==> src/rtl/disp_rx_pkg.sv <==
package disp_rx_pkg;
  parameter int unsigned BYTE_W = 8;

  typedef struct packed {
    logic              is_data;
    logic [BYTE_W-1:0] payload;
  } rx_word_t;

  // pin order inside the synchroniser bus
  localparam int unsigned PIN_CS   = 3;
  localparam int unsigned PIN_SCLK = 2;
  localparam int unsigned PIN_SDIN = 1;
  localparam int unsigned PIN_DC   = 0;
  localparam int unsigned NUM_PINS = 4;
endpackage

==> src/rtl/disp_rx_sync.sv <==
module disp_rx_sync #(
  parameter int unsigned WIDTH  = 4,
  parameter int unsigned STAGES = 2,
  parameter logic [WIDTH-1:0] RST_VAL = '0
) (
  input  logic             clk_i,
  input  logic             rst_ni,
  input  logic [WIDTH-1:0] d_i,
  output logic [WIDTH-1:0] q_o
);
  for (genvar b = 0; b < WIDTH; b++) begin : g_bit
    logic [STAGES-1:0] chain_q;
    always_ff @(posedge clk_i or negedge rst_ni) begin
      if (!rst_ni) chain_q <= {STAGES{RST_VAL[b]}};
      else if (STAGES == 1) chain_q <= d_i[b];
      else chain_q <= {chain_q[STAGES-2:0], d_i[b]};
    end
    assign q_o[b] = chain_q[STAGES-1];
  end
endmodule

==> src/rtl/disp_rx_edge.sv <==
module disp_rx_edge (
  input  logic clk_i,
  input  logic rst_ni,
  input  logic lvl_i,
  output logic rise_o
);
  logic prev_q;

  always_ff @(posedge clk_i or negedge rst_ni) begin
    if (!rst_ni) prev_q <= 1'b0;
    else prev_q <= lvl_i;
  end

  assign rise_o = lvl_i & ~prev_q;
endmodule

==> src/rtl/disp_rx_shift.sv <==
module disp_rx_shift
  import disp_rx_pkg::*;
(
  input  logic     clk_i,
  input  logic     rst_ni,
  input  logic     idle_i,
  input  logic     rise_i,
  input  logic     bit_i,
  input  logic     dc_i,
  output rx_word_t word_o,
  output logic     valid_o
);
  localparam int unsigned CNT_W = (BYTE_W > 1) ? $clog2(BYTE_W) : 1;
  localparam logic [CNT_W-1:0] LAST = CNT_W'(BYTE_W - 1);

  logic [CNT_W-1:0]  cnt_q;
  logic [BYTE_W-1:0] sh_q;
  logic [BYTE_W-1:0] sh_next;

  assign sh_next = {sh_q[BYTE_W-2:0], bit_i};

  always_ff @(posedge clk_i or negedge rst_ni) begin
    if (!rst_ni) begin
      cnt_q   <= '0;
      sh_q    <= '0;
      word_o  <= '0;
      valid_o <= 1'b0;
    end else begin
      valid_o <= 1'b0;
      if (idle_i) begin
        cnt_q <= '0;
        sh_q  <= '0;
      end else if (rise_i) begin
        sh_q <= sh_next;
        if (cnt_q == LAST) begin
          cnt_q          <= '0;
          word_o.payload <= sh_next;
          word_o.is_data <= dc_i;  // flag taken on the last edge only
          valid_o        <= 1'b1;
        end else begin
          cnt_q <= cnt_q + 1'b1;
        end
      end
    end
  end


  valid_one_cycle_chk: assert property (@(posedge clk_i) disable iff (!rst_ni)
    valid_o |=> !valid_o);


  idle_no_valid_chk: assert property (@(posedge clk_i) disable iff (!rst_ni)
    idle_i |=> !valid_o);


  valid_after_edge_chk: assert property (@(posedge clk_i) disable iff (!rst_ni)
    valid_o |-> $past(rise_i));


  word_hold_chk: assert property (@(posedge clk_i) disable iff (!rst_ni)
    !$stable(word_o) |-> valid_o);
endmodule

==> src/rtl/disp_serial_rx.sv <==
module disp_serial_rx
  import disp_rx_pkg::*;
#(
  parameter int unsigned SYNC_STAGES = 2
) (
  input  logic              clk_i,
  input  logic              rst_ni,
  input  logic              cs_ni,
  input  logic              sclk_i,
  input  logic              sdin_i,
  input  logic              dc_i,
  output logic [BYTE_W-1:0] byte_o,
  output logic              is_data_o,
  output logic              valid_o
);
  logic [NUM_PINS-1:0] pins_raw, pins_s;
  logic                sclk_rise;
  rx_word_t            word;

  always_comb begin
    pins_raw           = '0;
    pins_raw[PIN_CS]   = cs_ni;
    pins_raw[PIN_SCLK] = sclk_i;
    pins_raw[PIN_SDIN] = sdin_i;
    pins_raw[PIN_DC]   = dc_i;
  end

  disp_rx_sync #(
    .WIDTH  (NUM_PINS),
    .STAGES (SYNC_STAGES),
    .RST_VAL(NUM_PINS'(1) << PIN_CS)
  ) sync_i (
    .clk_i (clk_i),
    .rst_ni(rst_ni),
    .d_i   (pins_raw),
    .q_o   (pins_s)
  );

  disp_rx_edge edge_i (
    .clk_i (clk_i),
    .rst_ni(rst_ni),
    .lvl_i (pins_s[PIN_SCLK]),
    .rise_o(sclk_rise)
  );

  disp_rx_shift shift_i (
    .clk_i  (clk_i),
    .rst_ni (rst_ni),
    .idle_i (pins_s[PIN_CS]),
    .rise_i (sclk_rise),
    .bit_i  (pins_s[PIN_SDIN]),
    .dc_i   (pins_s[PIN_DC]),
    .word_o (word),
    .valid_o(valid_o)
  );

  assign byte_o    = word.payload;
  assign is_data_o = word.is_data;


  no_double_rise_chk: assert property (@(posedge clk_i) disable iff (!rst_ni)
    sclk_rise |=> !sclk_rise);
endmodule

==> config.mk <==
export PLATFORM = sky130hd
export DESIGN_NAME = disp_serial_rx
export DESIGN_NICKNAME = d
export VERILOG_FILES = /design/src/rtl/disp_rx_pkg.sv /design/src/rtl/disp_rx_sync.sv /design/src/rtl/disp_rx_edge.sv /design/src/rtl/disp_rx_shift.sv /design/src/rtl/disp_serial_rx.sv
export SDC_FILE = /design/constraint.sdc
export NUM_CORES = 1
export LEC_CHECK = 0
export BUFFER_PORTS_ARGS = -buffer_cell sky130_fd_sc_hd__buf_2
export CORE_UTILIZATION = 53
export DETAILED_ROUTE_END_ITERATION = 10
export GPL_ROUTABILITY_DRIVEN = 1
export PLACE_DENSITY = 0.75
export SLEW_MARGIN = 5
export SYNTH_ARGS = -nofsm -noshare
export SYNTH_HDL_FRONTEND = slang
export SYNTH_SLANG_ARGS = --single-unit
==> constraint.sdc <==
create_clock -name clk_i -period 1.5 [get_ports clk_i]
set_input_delay 0.15 -clock clk_i [delete_from_list [all_inputs] [get_ports clk_i]]
set_output_delay 0.15 -clock clk_i [all_outputs]
set_load 0.01 [all_outputs]
==> flow_metrics.env <==
export IMPL_top_layer_used="met4"
export IMPL_finalWorstSetupSlack_ns=0.0155
export IMPL_std_cell_rows=15
export IMPL_first_pass_iters=4
export IMPL_timing_rr_end="shift_i.word_o[0]$_DFFE_PN0P_"
export IMPL_grt_start_max_net_pins=30
export IMPL_total_negative_slack_ns=0
export IMPL_post_synthesis_cell_count=77
export IMPL_reg2reg_slack_ns=0.02
export IMPL_hold_viol=0
export IMPL_grt_pass1_vias=598
export IMPL_detailedRoute_firstIterationViolations=10
export IMPL_syn_cell_area_mm2=0.00104
export IMPL_boundaryPins=16
export IMPL_r2r_start="shift_i.cnt_q[0]$_DFFE_PN0P_"
export IMPL_yosys_top_cells_area="sky130_fd_sc_hd__dfrtp_1 65%, sky130_fd_sc_hd__mux2_2 9.7%, sky130_fd_sc_hd__nand2_1 6.5%"
export IMPL_syn_num_nets=85
export IMPL_grt_use_total_pct=18.3
export IMPL_fin_util_pct=75.7
export IMPL_fp_dieArea_mm2=0.00215
export IMPL_hpwl_um=973
export IMPL_metal1_wirelength_um=775
export IMPL_dr_wl_met3_um=106
export IMPL_routed_wl_met2_um=823
export IMPL_finalWorstPathRequiredPeriod_ns=1.48
export IMPL_post_synth_cell_area_avg_um2=13.6
export IMPL_worstSetupStartpoint="shift_i.cnt_q[0]$_DFFE_PN0P_"
export IMPL_detail_route_wirelength_um=1720
export IMPL_tritoncts="built"
export IMPL_clk_pin_slew_worst_paths_ns=0.08
export IMPL_synth_warnings=0
export IMPL_final_layout_size_suffix_gt1_share_pct=39.8
export IMPL_max_cap_violations=0
export IMPL_antenna_diodes=0
export IMPL_ys_seq_elements=29
export IMPL_holdCritPathClass="register to register"
export IMPL_hp_start="sync_i.g_bit[1].chain_q[0]$_DFF_PN0_"
export IMPL_clock_tree_htree_level_count=2
export IMPL_layout_nets=115
export IMPL_vias_per_cell=4.94
export IMPL_die_w_um=46.4
export IMPL_drc=0
export IMPL_num_vias=657
export IMPL_type_of_element_capturing_the_critical_path="register"
export IMPL_max_slew_margin_pct=59.2
export IMPL_gpl_final_weighted_congestion=0.699
export IMPL_worst_margin_pin_slew_ns=0.612
export IMPL_clock_path_buffers=2
export IMPL_worstHoldEndpoint="sync_i.g_bit[1].chain_q[1]$_DFF_PN0_"
export IMPL_hold_depth=0
export IMPL_total_leakage_power_uw=0.000665
export IMPL_global_route_wire_length_before_repair_um=2510
export IMPL_place_ws_ns=-0.359
export IMPL_routed_wire_length_per_instance_um=12.9
export IMPL_most_instantiated_library_cell_after_synthesis="sky130_fd_sc_hd__dfrtp_1"
export IMPL_area_growth_pct=29.2
export IMPL_fillerInstances=110
export IMPL_finalCritPeriodShare_pct=99.0
export IMPL_finClkSkew_ns=0.00700
export IMPL_post_synth_top_area_cell="sky130_fd_sc_hd__dfrtp_1"
export IMPL_synth_ff_type="sky130_fd_sc_hd__dfrtp_1"
export IMPL_vdd_ir_drop_worst_uv=752
export IMPL_post_synth_top_area_fraction_pct=64.7
export IMPL_final_setup_viol_count=0
export IMPL_clock_latency_ns=0.31
export IMPL_async_reset_ff_share_pct=100
export IMPL_synth_seq_area_share_pct=69.7
export IMPL_rsz0062_at_grt="yes"
export IMPL_grt_ovfl_total=0
export IMPL_grt_antenna_before_repair=0
export IMPL_count_of_flip_flops_with_a_built_in_enable_after_synthesis=0
export IMPL_cts_sink_cnt=29
export IMPL_slew_violations=0
export IMPL_start_kind="register"
export IMPL_path_max_fanout=5
export IMPL_worstPathRequired_ns=1.70
export IMPL_r2r_cells=5
export IMPL_seqCellArea_um2=728
export IMPL_drt_antenna_violating_nets=0
export IMPL_clockRootBuffer="sky130_fd_sc_hd__clkbuf_4"
export IMPL_core_area_mm2=0.00178
export IMPL_ys_top_cells_by_count="27 x sky130_fd_sc_hd__dfrtp_1, 18 x sky130_fd_sc_hd__nand2_1, 10 x sky130_fd_sc_hd__a21oi_1"
export IMPL_numPortBuffers=15
export IMPL_synth_lib_cells_used_distinct=14
export IMPL_numCtsBuffers=5
export IMPL_max_freq_mhz=674
export IMPL_timing_setup_critical_path_class="register to register"
export IMPL_multi_input_area_um2=347
export IMPL_initial_utilization_pct=58.6
export IMPL_power_density_mw_per_mm2=991
export IMPL_status="complete, no violations"
export IMPL_die_height_um=46.4
export IMPL_worst_path_arrival_ns=1.69
-- sequential cells by signal (all words and copies together) (netlist names) --
signal                count
shift_i.word_o            9
sync_i.g_bit.chain_q      8
shift_i.sh_q              7
shift_i.cnt_q             3
edge_i.prev_q             1
shift_i.valid_o           1
-- worst max-delay path, stage by stage (launching register included) --
cell and delay [ns]:
sky130_fd_sc_hd__dfrtp_1 0.37, sky130_fd_sc_hd__ha_2 0.19, sky130_fd_sc_hd__ha_4 0.13, sky130_fd_sc_hd__nor3b_4 0.22, sky130_fd_sc_hd__buf_6 0.17, sky130_fd_sc_hd__mux2_4 0.30
-- stage by stage --
step                instance area [µm²]  total power, µW  hold WS (ns)  instances
floorplan                          1040              843        -0.146         77
global placement                   1160              872         0.191        117
detailed placement                 1160              875         0.201        117
CTS                                1290             1350         0.361        132
global route                       1350             1420         0.364        133
finish                             1350             1340         0.358        133
-- layout make-up --
class,count,share of cell area (%)
multi-input cells,44,25.7
repair buffers,27,13.7
well taps,25,2.32
flip-flops and latches,29,53.9
clock buffers,8,4.36
-- metal layers --
metal	vias up	global-route usage, %
met5	-	0
met4	0	7.65
met3	2	11.0
met2	22	26.9
met1	315	21.3
li1	318	-
-- where the power goes --
part	leakage, µW	switching, µW	internal [µW]	total (µW)
sequential	0.000381	9.37	800	809
clock	0.0000326	235	231	465
combinational	0.000252	35.4	27.8	63.2
-- cells in the final DEF (no fill, tap or decap), types with 2 or more instances in the layout --
cell type	count
sky130_fd_sc_hd__a21oi_1	10
sky130_fd_sc_hd__clkbuf_1	2
sky130_fd_sc_hd__dfrtp_1	27
sky130_fd_sc_hd__nand2_1	18
sky130_fd_sc_hd__clkbuf_4	5
sky130_fd_sc_hd__buf_2	15
sky130_fd_sc_hd__dlygate4sd3_1	5
sky130_fd_sc_hd__mux2_4	9
sky130_fd_sc_hd__dfstp_2	2
sky130_fd_sc_hd__buf_6	2
sky130_fd_sc_hd__buf_4	5
-- cells by family (layout without fill, tap and decap cells) --
kind of cell,Yosys count,after routing,synth area share [%]
compound gates,10,10,4.79
simple gates,23,23,11.0
mux,9,9,9.70
flops,29,29,69.7
fa+ha+maj,2,2,2.39
buf+inv,4,35,2.39
-- what timing repair did --
action,CTS,global route
pin swaps,0,1
hold buffers,5,0
setup buffers,2,1
gates resized for setup,1,14
hold endpoints to repair,31,0
endpoints found under the setup margin,10,10
-- worst max-delay path by stage --
stage	endpoint	slack, ns	cells past startpoint
after floorplan	shift_i.word_o[0]$_DFFE_PN0P_	0.10	5
after global placement	shift_i.word_o[0]$_DFFE_PN0P_	-0.30	4
after detailed placement	shift_i.word_o[7]$_DFFE_PN0P_	-0.36	4
after global routing	shift_i.cnt_q[0]$_DFFE_PN0P_	-0.04	5
after CTS	shift_i.cnt_q[0]$_DFFE_PN0P_	0.005	5
final	shift_i.word_o[0]$_DFFE_PN0P_	0.02	5
(Power assumes the default switching activity.)
